===== config.mk =====
export PLATFORM = sky130hd
export DESIGN_NAME = id_accept_filter
export DESIGN_NICKNAME = d
export VERILOG_FILES = /design/src/rtl/id_accept_filter.sv
export SDC_FILE = /design/constraint.sdc
export NUM_CORES = 2
export LEC_CHECK = 0
export BUFFER_PORTS_ARGS = -buffer_cell sky130_fd_sc_hd__buf_2
export CAP_MARGIN = 40
export CORE_AREA = 2 2 313 315
export CTS_CLUSTER_SIZE = 12
export DETAILED_ROUTE_END_ITERATION = 12
export DIE_AREA = 0 0 315 317
export HOLD_SLACK_MARGIN = 0.12
export PLACE_DENSITY = 0.44
export SYNTH_ARGS = -nofsm -noshare
export SYNTH_HDL_FRONTEND = slang
export SYNTH_SLANG_ARGS = --single-unit

===== constraint.sdc =====
create_clock -name clk -period 0.8 [get_ports clk]
set_clock_uncertainty 0.1 [all_clocks]
set_input_delay 0.08 -clock clk [delete_from_list [all_inputs] [get_ports clk]]
set_output_delay 0.08 -clock clk [all_outputs]
set_load 0.01 [all_outputs]

===== src/rtl/id_accept_filter.sv =====
module id_accept_filter #(
  parameter int NUM_FILT = 16,
  parameter int NUM_BUF  = 8,
  parameter int NUM_MASK = 4,
  parameter int ID_W     = 29,
  parameter int STD_W    = 11,
  localparam int BUF_W   = (NUM_BUF  > 1) ? $clog2(NUM_BUF)  : 1,
  localparam int FILT_W  = (NUM_FILT > 1) ? $clog2(NUM_FILT) : 1,
  localparam int MSEL_W  = (NUM_MASK > 1) ? $clog2(NUM_MASK) : 1
) (
  input  logic                       clk,
  input  logic                       rst_n,
  input  logic                       mode_flex,
  input  logic                       frame_valid,
  input  logic [ID_W-1:0]            frame_id,
  input  logic                       frame_ext,
  input  logic [NUM_FILT*ID_W-1:0]   filt_id,
  input  logic [NUM_FILT-1:0]        filt_ext,
  input  logic [NUM_FILT-1:0]        filt_en,
  input  logic [NUM_FILT*BUF_W-1:0]  filt_buf,
  input  logic [NUM_FILT*MSEL_W-1:0] filt_msel,
  input  logic [NUM_MASK*ID_W-1:0]   mask_val,
  output logic                       acc_valid,
  output logic [BUF_W-1:0]           acc_buf,
  output logic [FILT_W-1:0]          acc_filt
);

  logic [NUM_FILT-1:0] hit;
  logic [BUF_W-1:0]    route [NUM_FILT];
  logic [ID_W-1:0]     span;

  assign span = frame_ext ? {ID_W{1'b1}} : {{(ID_W-STD_W){1'b0}}, {STD_W{1'b1}}};

  for (genvar f = 0; f < NUM_FILT; f++) begin : g_filt
    logic [MSEL_W-1:0] msel;
    logic [ID_W-1:0]   msk;
    logic              usable;

    assign msel     = mode_flex ? filt_msel[f*MSEL_W +: MSEL_W]
                                : ((f < 2) ? '0 : MSEL_W'(1));
    assign msk      = mask_val[msel*ID_W +: ID_W];
    assign route[f] = mode_flex ? filt_buf[f*BUF_W +: BUF_W]
                                : ((f < 2) ? '0 : BUF_W'(1));
    assign usable   = filt_en[f] && (mode_flex || (f < 6));
    assign hit[f]   = usable
                   && (filt_ext[f] == frame_ext)
                   && (((frame_id ^ filt_id[f*ID_W +: ID_W]) & msk & span) == '0)
                   && ({1'b0, route[f]} < (BUF_W+1)'(NUM_BUF));
  end

  logic              win_any;
  logic [BUF_W-1:0]  win_buf;
  logic [FILT_W-1:0] win_filt;

  always_comb begin
    win_any  = 1'b0;
    win_buf  = '0;
    win_filt = '0;
    for (int b = NUM_BUF - 1; b >= 0; b--) begin
      for (int fi = NUM_FILT - 1; fi >= 0; fi--) begin
        if (hit[fi] && (route[fi] == BUF_W'(b))) begin
          win_any  = 1'b1;
          win_buf  = BUF_W'(b);
          win_filt = FILT_W'(fi);
        end
      end
    end
  end

  logic take;
  assign take = frame_valid && win_any;

  always_ff @(posedge clk or negedge rst_n) begin
    if (!rst_n) begin
      acc_valid <= 1'b0;
      acc_buf   <= '0;
      acc_filt  <= '0;
    end else begin
      acc_valid <= take;
      acc_buf   <= take ? win_buf  : '0;
      acc_filt  <= take ? win_filt : '0;
    end
  end

endmodule


==> Word-level counts from Yosys, hierarchy flattened <==
Cells that the tools add are included.
{ "op_classes": {"n_bitwise": 48, "n_mul": 16, "muxes": 419, "reduce_logical": 203, "n_shift": 16, "eq_ne": 128} }
{ "op_table": {"columns": ["op", "count"], "rows": [
  ["indexed part select 116 x 8 -> 29 bit", 16],
  ["AND 29 bit", 32],
  ["two-way mux 4 bit", 129],
  ["logical NOT 29 bit", 16],
  ["XOR 29 bit", 16],
  ["two-way mux 3 bit", 145],
  ["equality test 3 bit, second input constant", 64],
  ["logical AND 1 bit", 171],
  ["two-way mux 1 bit", 128],
  ["multiplier 2 x 5 -> 7 bit, second input constant", 16],
  ["equality test 3 x 2 -> 1 bit, second input constant", 32],
  ["equality test 3 x 1 -> 1 bit, second input constant", 16],
  ["logical NOT 3 bit", 16],
  ["two-way mux 2 bit", 16],
  ["two-way mux 29 bit", 1],
  ["equality test 1 bit", 16]
]} }
{ "totals": {"reg_bits": 8, "out_inout_bits": 8, "wordCells": 833} }

==> Longest topological paths before layout <==
{ "logic_depth": {"depth_word": 138, "depth_mapped": 22, "depth_no_buf": 15} }

==> Worst setup path after synthesis <==
No wires, ideal clock.
{ "synth_path": {"path_type": "input -> register", "startpoint": "input filt_msel[24]", "endpoint": "register acc_filt[1]", "path_slack_ns": -3.331, "arrival_ns": 3.909, "setup_ns": 0.122, "stages": 17, "required_time_ns": 0.578, "path_cell_list": "buf_2 or3b_1 buf_2 o22ai_1 nor3_1 or4_1 or4_1 o41a_1 nor4_2 a211oi_1 o311a_1 o21ai_1 a221oi_2 o211ai_1 a211o_1 a211oi_2 o2111a_1"} }
{ "synth_via": {"elab_chain_cells": 135, "elab_cells_between_ends": 267, "classes_between": "mul (1); shift (1); mux (252); bitwise (2); reduce/logical (11)"} }
{ "synth_lines": {"columns": ["item", "line_no", "rtl"], "rows": [
  ["from (decl)", "21", "input logic [NUM_FILT*MSEL_W-1:0] filt_msel,"],
  ["two-way mux 2 bit *", "39", "assign msel = mode_flex ? filt_msel[f*MSEL_W +: MSEL_W]"],
  ["multiplier 2 x 5 -> 7 bit *", "41", "assign msk = mask_val[msel*ID_W +: ID_W];"],
  ["indexed part select 116 x 8 -> 29 bit *", "41", null],
  ["AND 29 bit * (2 in series)", "47", "&& (((frame_id ^ filt_id[f*ID_W +: ID_W]) & msk & span) == '0)"],
  ["logical NOT 29 bit *", "47", null],
  ["logical AND 1 bit *", "47", null],
  ["logical AND 1 bit", "61", "if (hit[fi] && (route[fi] == BUF_W'(b))) begin"],
  ["two-way mux 1 bit (125 in series)", "61", null],
  ["logical AND 1 bit", "71", "assign take = frame_valid && win_any;"],
  ["two-way mux 4 bit *", "81", "acc_filt <= take ? win_filt : '0;"],
  ["to (signal assigned)", "81", null],
  ["to (decl)", "25", "output logic [FILT_W-1:0] acc_filt"]
]} }
Every way passes the cells marked *; elsewhere a longest branch is shown, timed or not.

==> Worst setup path after layout <==
{ "layout_path": {"startpoint": "input mask_val[109]", "endpoint": "register acc_filt[1]"} }
{ "layout_via": {"elab_chain_cells": 136, "elab_cells_between_ends": 466, "classes_between": "shift (16); mux (257); bitwise (32); reduce/logical (161)"} }
{ "layout_lines": {"columns": ["item", "line_no", "rtl"], "rows": [
  ["from (decl)", "22", "input logic [NUM_MASK*ID_W-1:0] mask_val,"],
  ["indexed part select 116 x 8 -> 29 bit", "41", null],
  ["AND 29 bit (2 in series)", "47", null],
  ["logical NOT 29 bit", "47", null],
  ["logical AND 1 bit", "47", null],
  ["logical AND 1 bit", "61", null],
  ["two-way mux 1 bit (128 in series)", "61", null],
  ["logical AND 1 bit", "71", null],
  ["two-way mux 4 bit *", "81", null]
]} }
Marked as above.

==> impl_metrics.toml <==
[synthesis]
ys.flop_type = "dfrtp_1"
syn_inst = 3548
synth_fp_nets = 4274
yosysMostFrequentCell = "xor2_1"
synth_area_leaders = "xor2_1 14%, mux2i_1 10%, mux2_2 8.9%"
yosys.area.top_type = "xor2_1"
synth_seq_cells = 8
synth_cell_types = 95
yosysWarnings = 0
synth_top_area_frac = 0.136
synth_edf_count = 0
ys_seq_area_frac = 0.00835
netlist_area_um2 = 24000
syn_avg_cell_area_um2 = 6.76
synth_common_cells = "373 x xor2_1, 318 x clkbuf_1, 297 x o22ai_1, 286 x o21ai_0, 251 x a21oi_1"
async_flop_share = 1.00

[critical_path]
path_cells = "buf_2 -> buf_4 -> buf_4 -> buf_4 -> mux2i_1 -> a221oi_1 -> nor4_2 -> a41oi_4 -> buf_4 -> or4_1 -> or3b_2 -> buf_4 -> a211oi_1 -> o21ai_0 -> nand2_1 -> o211ai_1 -> a21o_1 -> o2111a_1"
startpoint = "mask_val[109]"
cp_max_fo = 7
worst_path_max_delay_cell = "mux2i_1"
start_kind = "primary input"
worstSetupEndpointType = "register"
cpMostUsedCell = "buf_4"
crit_family = "compound AO/OA/AOI/OAI gates"
critPathArrivalTime_ps = 4490
cp_data_required_time_ps = 810
cp_num_buf_inv = 6
slowest_delay_ps = 560
crit_type = "primary input to register"

[drt]
avgRoutedWirePerCell_um = 36.5
viasPerCell = 6.27
drtPass1Iterations = 6
postRouteAntennaNets = 0
drt_iter0_markers = 5702
route.detailed.drc = 0
vias = 40400
totalWireLength_um = 236000

[cells_and_area]
fillers = 10300
nets = 5893
regArea_um2 = 200
multiInputGateArea_um2 = 22600
drive_above_1_share = 0.468
area_growth_pct = 66.0
post-route-util = 0.414

[power_and_ir_drop]
power_mw = 28.6
power.density_nw_per_um2 = 719
ir_worst_vdd_v = 0.000508
p_leak_nw = 18.1

[clocking]
clockBufferDepth = 2
htreeDepth = 1
clock-sinks = 8
clockRootBuffer = "clkbuf_16"
cts_tree = "built"
cts_buffers = 3
hold_buffers = 1
path_clk_slew_ps = 40

[sta]
worst_pin_slew_ps = 842
finalSetupViolCount = 16
fin_crit_sh = 5.60
hold_viol = 0
rsz0062_at_grt = "true"
hold_slack_ps = 70.7
fmax_ghz = 0.223
min_period_ps = 4480
drv_slew = 0
slew_headroom = 0.437
setup_tns_ps = -28870
fin_ws_ps = -3680

[outcome]
violations = "setup timing"
status = "finished, violations left"

[die]
ioPinCount = 734
num_rows = 114
die_w_um = 315
die_h_um = 317
die_area_um2 = 99900
coreArea_um2 = 96300
start_util = 0.249

[job]
drv_cap = 0

[global_routing]
grt_pass1_wl_um = 314000
overflow = 0
grt_pass1_vias = 38700
globalRouteTotalUtil = 0.447
antenna_found_initial = 29
grt_max_degree = 31

[placed_design]
io_buffers = 733
dp_hpwl_um = 197000
gp_congestion = 1.10
post-place-ws_ps = -4290

[min_path]
hp-start = "frame_valid"
holdCritPathClass = "primary input to register"
[flip-flops by register name, summed over array words and instances, names as in the netlist]
name / flops
acc_valid: 1
acc_buf: 3
acc_filt: 4
[where the power goes]
group	total [mW]	switching, mW	internal, mW
Clock	0.838	0.194	0.644
Combinational	27.4	16.0	11.3
Sequential	0.411	0.000782	0.410
[cells by family after synthesis]
logic type,synth area share
AO/OA/AOI/OAI,0.351
AND/OR/NAND/NOR,0.197
buffers and inverters,0.0792
XOR/XNOR,0.165
multiplexers,0.200
flip-flops,0.00835
[layout by cell type, fill, tap and decap left out, types with 15 or more instances in the layout]
| cell | count |
|---|---|
| mux2i_1 | 243 |
| o21ai_0 | 275 |
| buf_4 | 1194 |
| and3_1 | 15 |
| xor2_1 | 372 |
| inv_1 | 37 |
| a211oi_1 | 26 |
| o211ai_1 | 37 |
| nand2b_1 | 43 |
| nor4_1 | 30 |
| a221o_1 | 23 |
| nand4_1 | 33 |
| buf_2 | 729 |
| nand3_1 | 41 |
| o22ai_1 | 288 |
| xnor2_1 | 80 |
| a221oi_1 | 43 |
| nand2_1 | 145 |
| a21oi_1 | 235 |
| nor2b_1 | 34 |
| nor2_1 | 151 |
| mux2_2 | 189 |
| nor3_1 | 186 |
| a2bb2oi_1 | 18 |
| a31oi_1 | 20 |
| or3_1 | 20 |
| a21oi_2 | 15 |
| buf_12 | 108 |
| o221ai_1 | 130 |
| and2_1 | 23 |
[through the flow]
stage / instance area [um2] / std cells
3_5_place_dp: 38700 / 6412
2_1_floorplan: 24200 / 3548
4_1_cts: 39700 / 6438
6_report: 39800 / 6451
5_1_grt: 39800 / 6444
3_3_place_gp: 38700 / 6411
[what timing repair did]
item | in CTS | in global routing
gates resized for setup | 144 | 22
hold endpoints to repair | 9 | 1
gates cloned | 3 | 0
endpoints found under the setup margin | 16 | 16
setup buffers | 20 | 3
pin swaps | 69 | 9
[layer usage]
| metal | track usage | up-vias | wire [um] |
|---|---|---|---|
| met3 | 0.125 | 763 | 28800 |
| met5 | 0 | - | 69 |
| met4 | 0.286 | 12 | 18100 |
| met2 | 0.648 | 3184 | 95200 |
| met1 | 0.579 | 19600 | 93700 |
| li1 | - | 16900 | - |
[path summary, 6_finish.rpt]
check / end / slack [ps] / depth (start not counted)
hold / removal: acc_buf[2] / 70 / 2
setup / recovery: acc_filt[1] / -3680 / 18
max in group asynchronous: acc_filt[2] / 280 / 2
min in group asynchronous: acc_buf[1] / 150 / 2
[final cells by class]
| class | instances | area share |
|---|---|---|
| Sequential cell | 8 | 0.00503 |
| Clock buffer | 3 | 0.00189 |
| Inverter | 40 | 0.00396 |
| Antenna cell | 10 | 0.000628 |
| Multi-Input combinational cell | 3061 | 0.569 |
| Tap cell | 1276 | 0.0401 |
| Timing Repair Buffer | 2053 | 0.380 |
No activity file was read; power rests on OpenSTA's default activity.
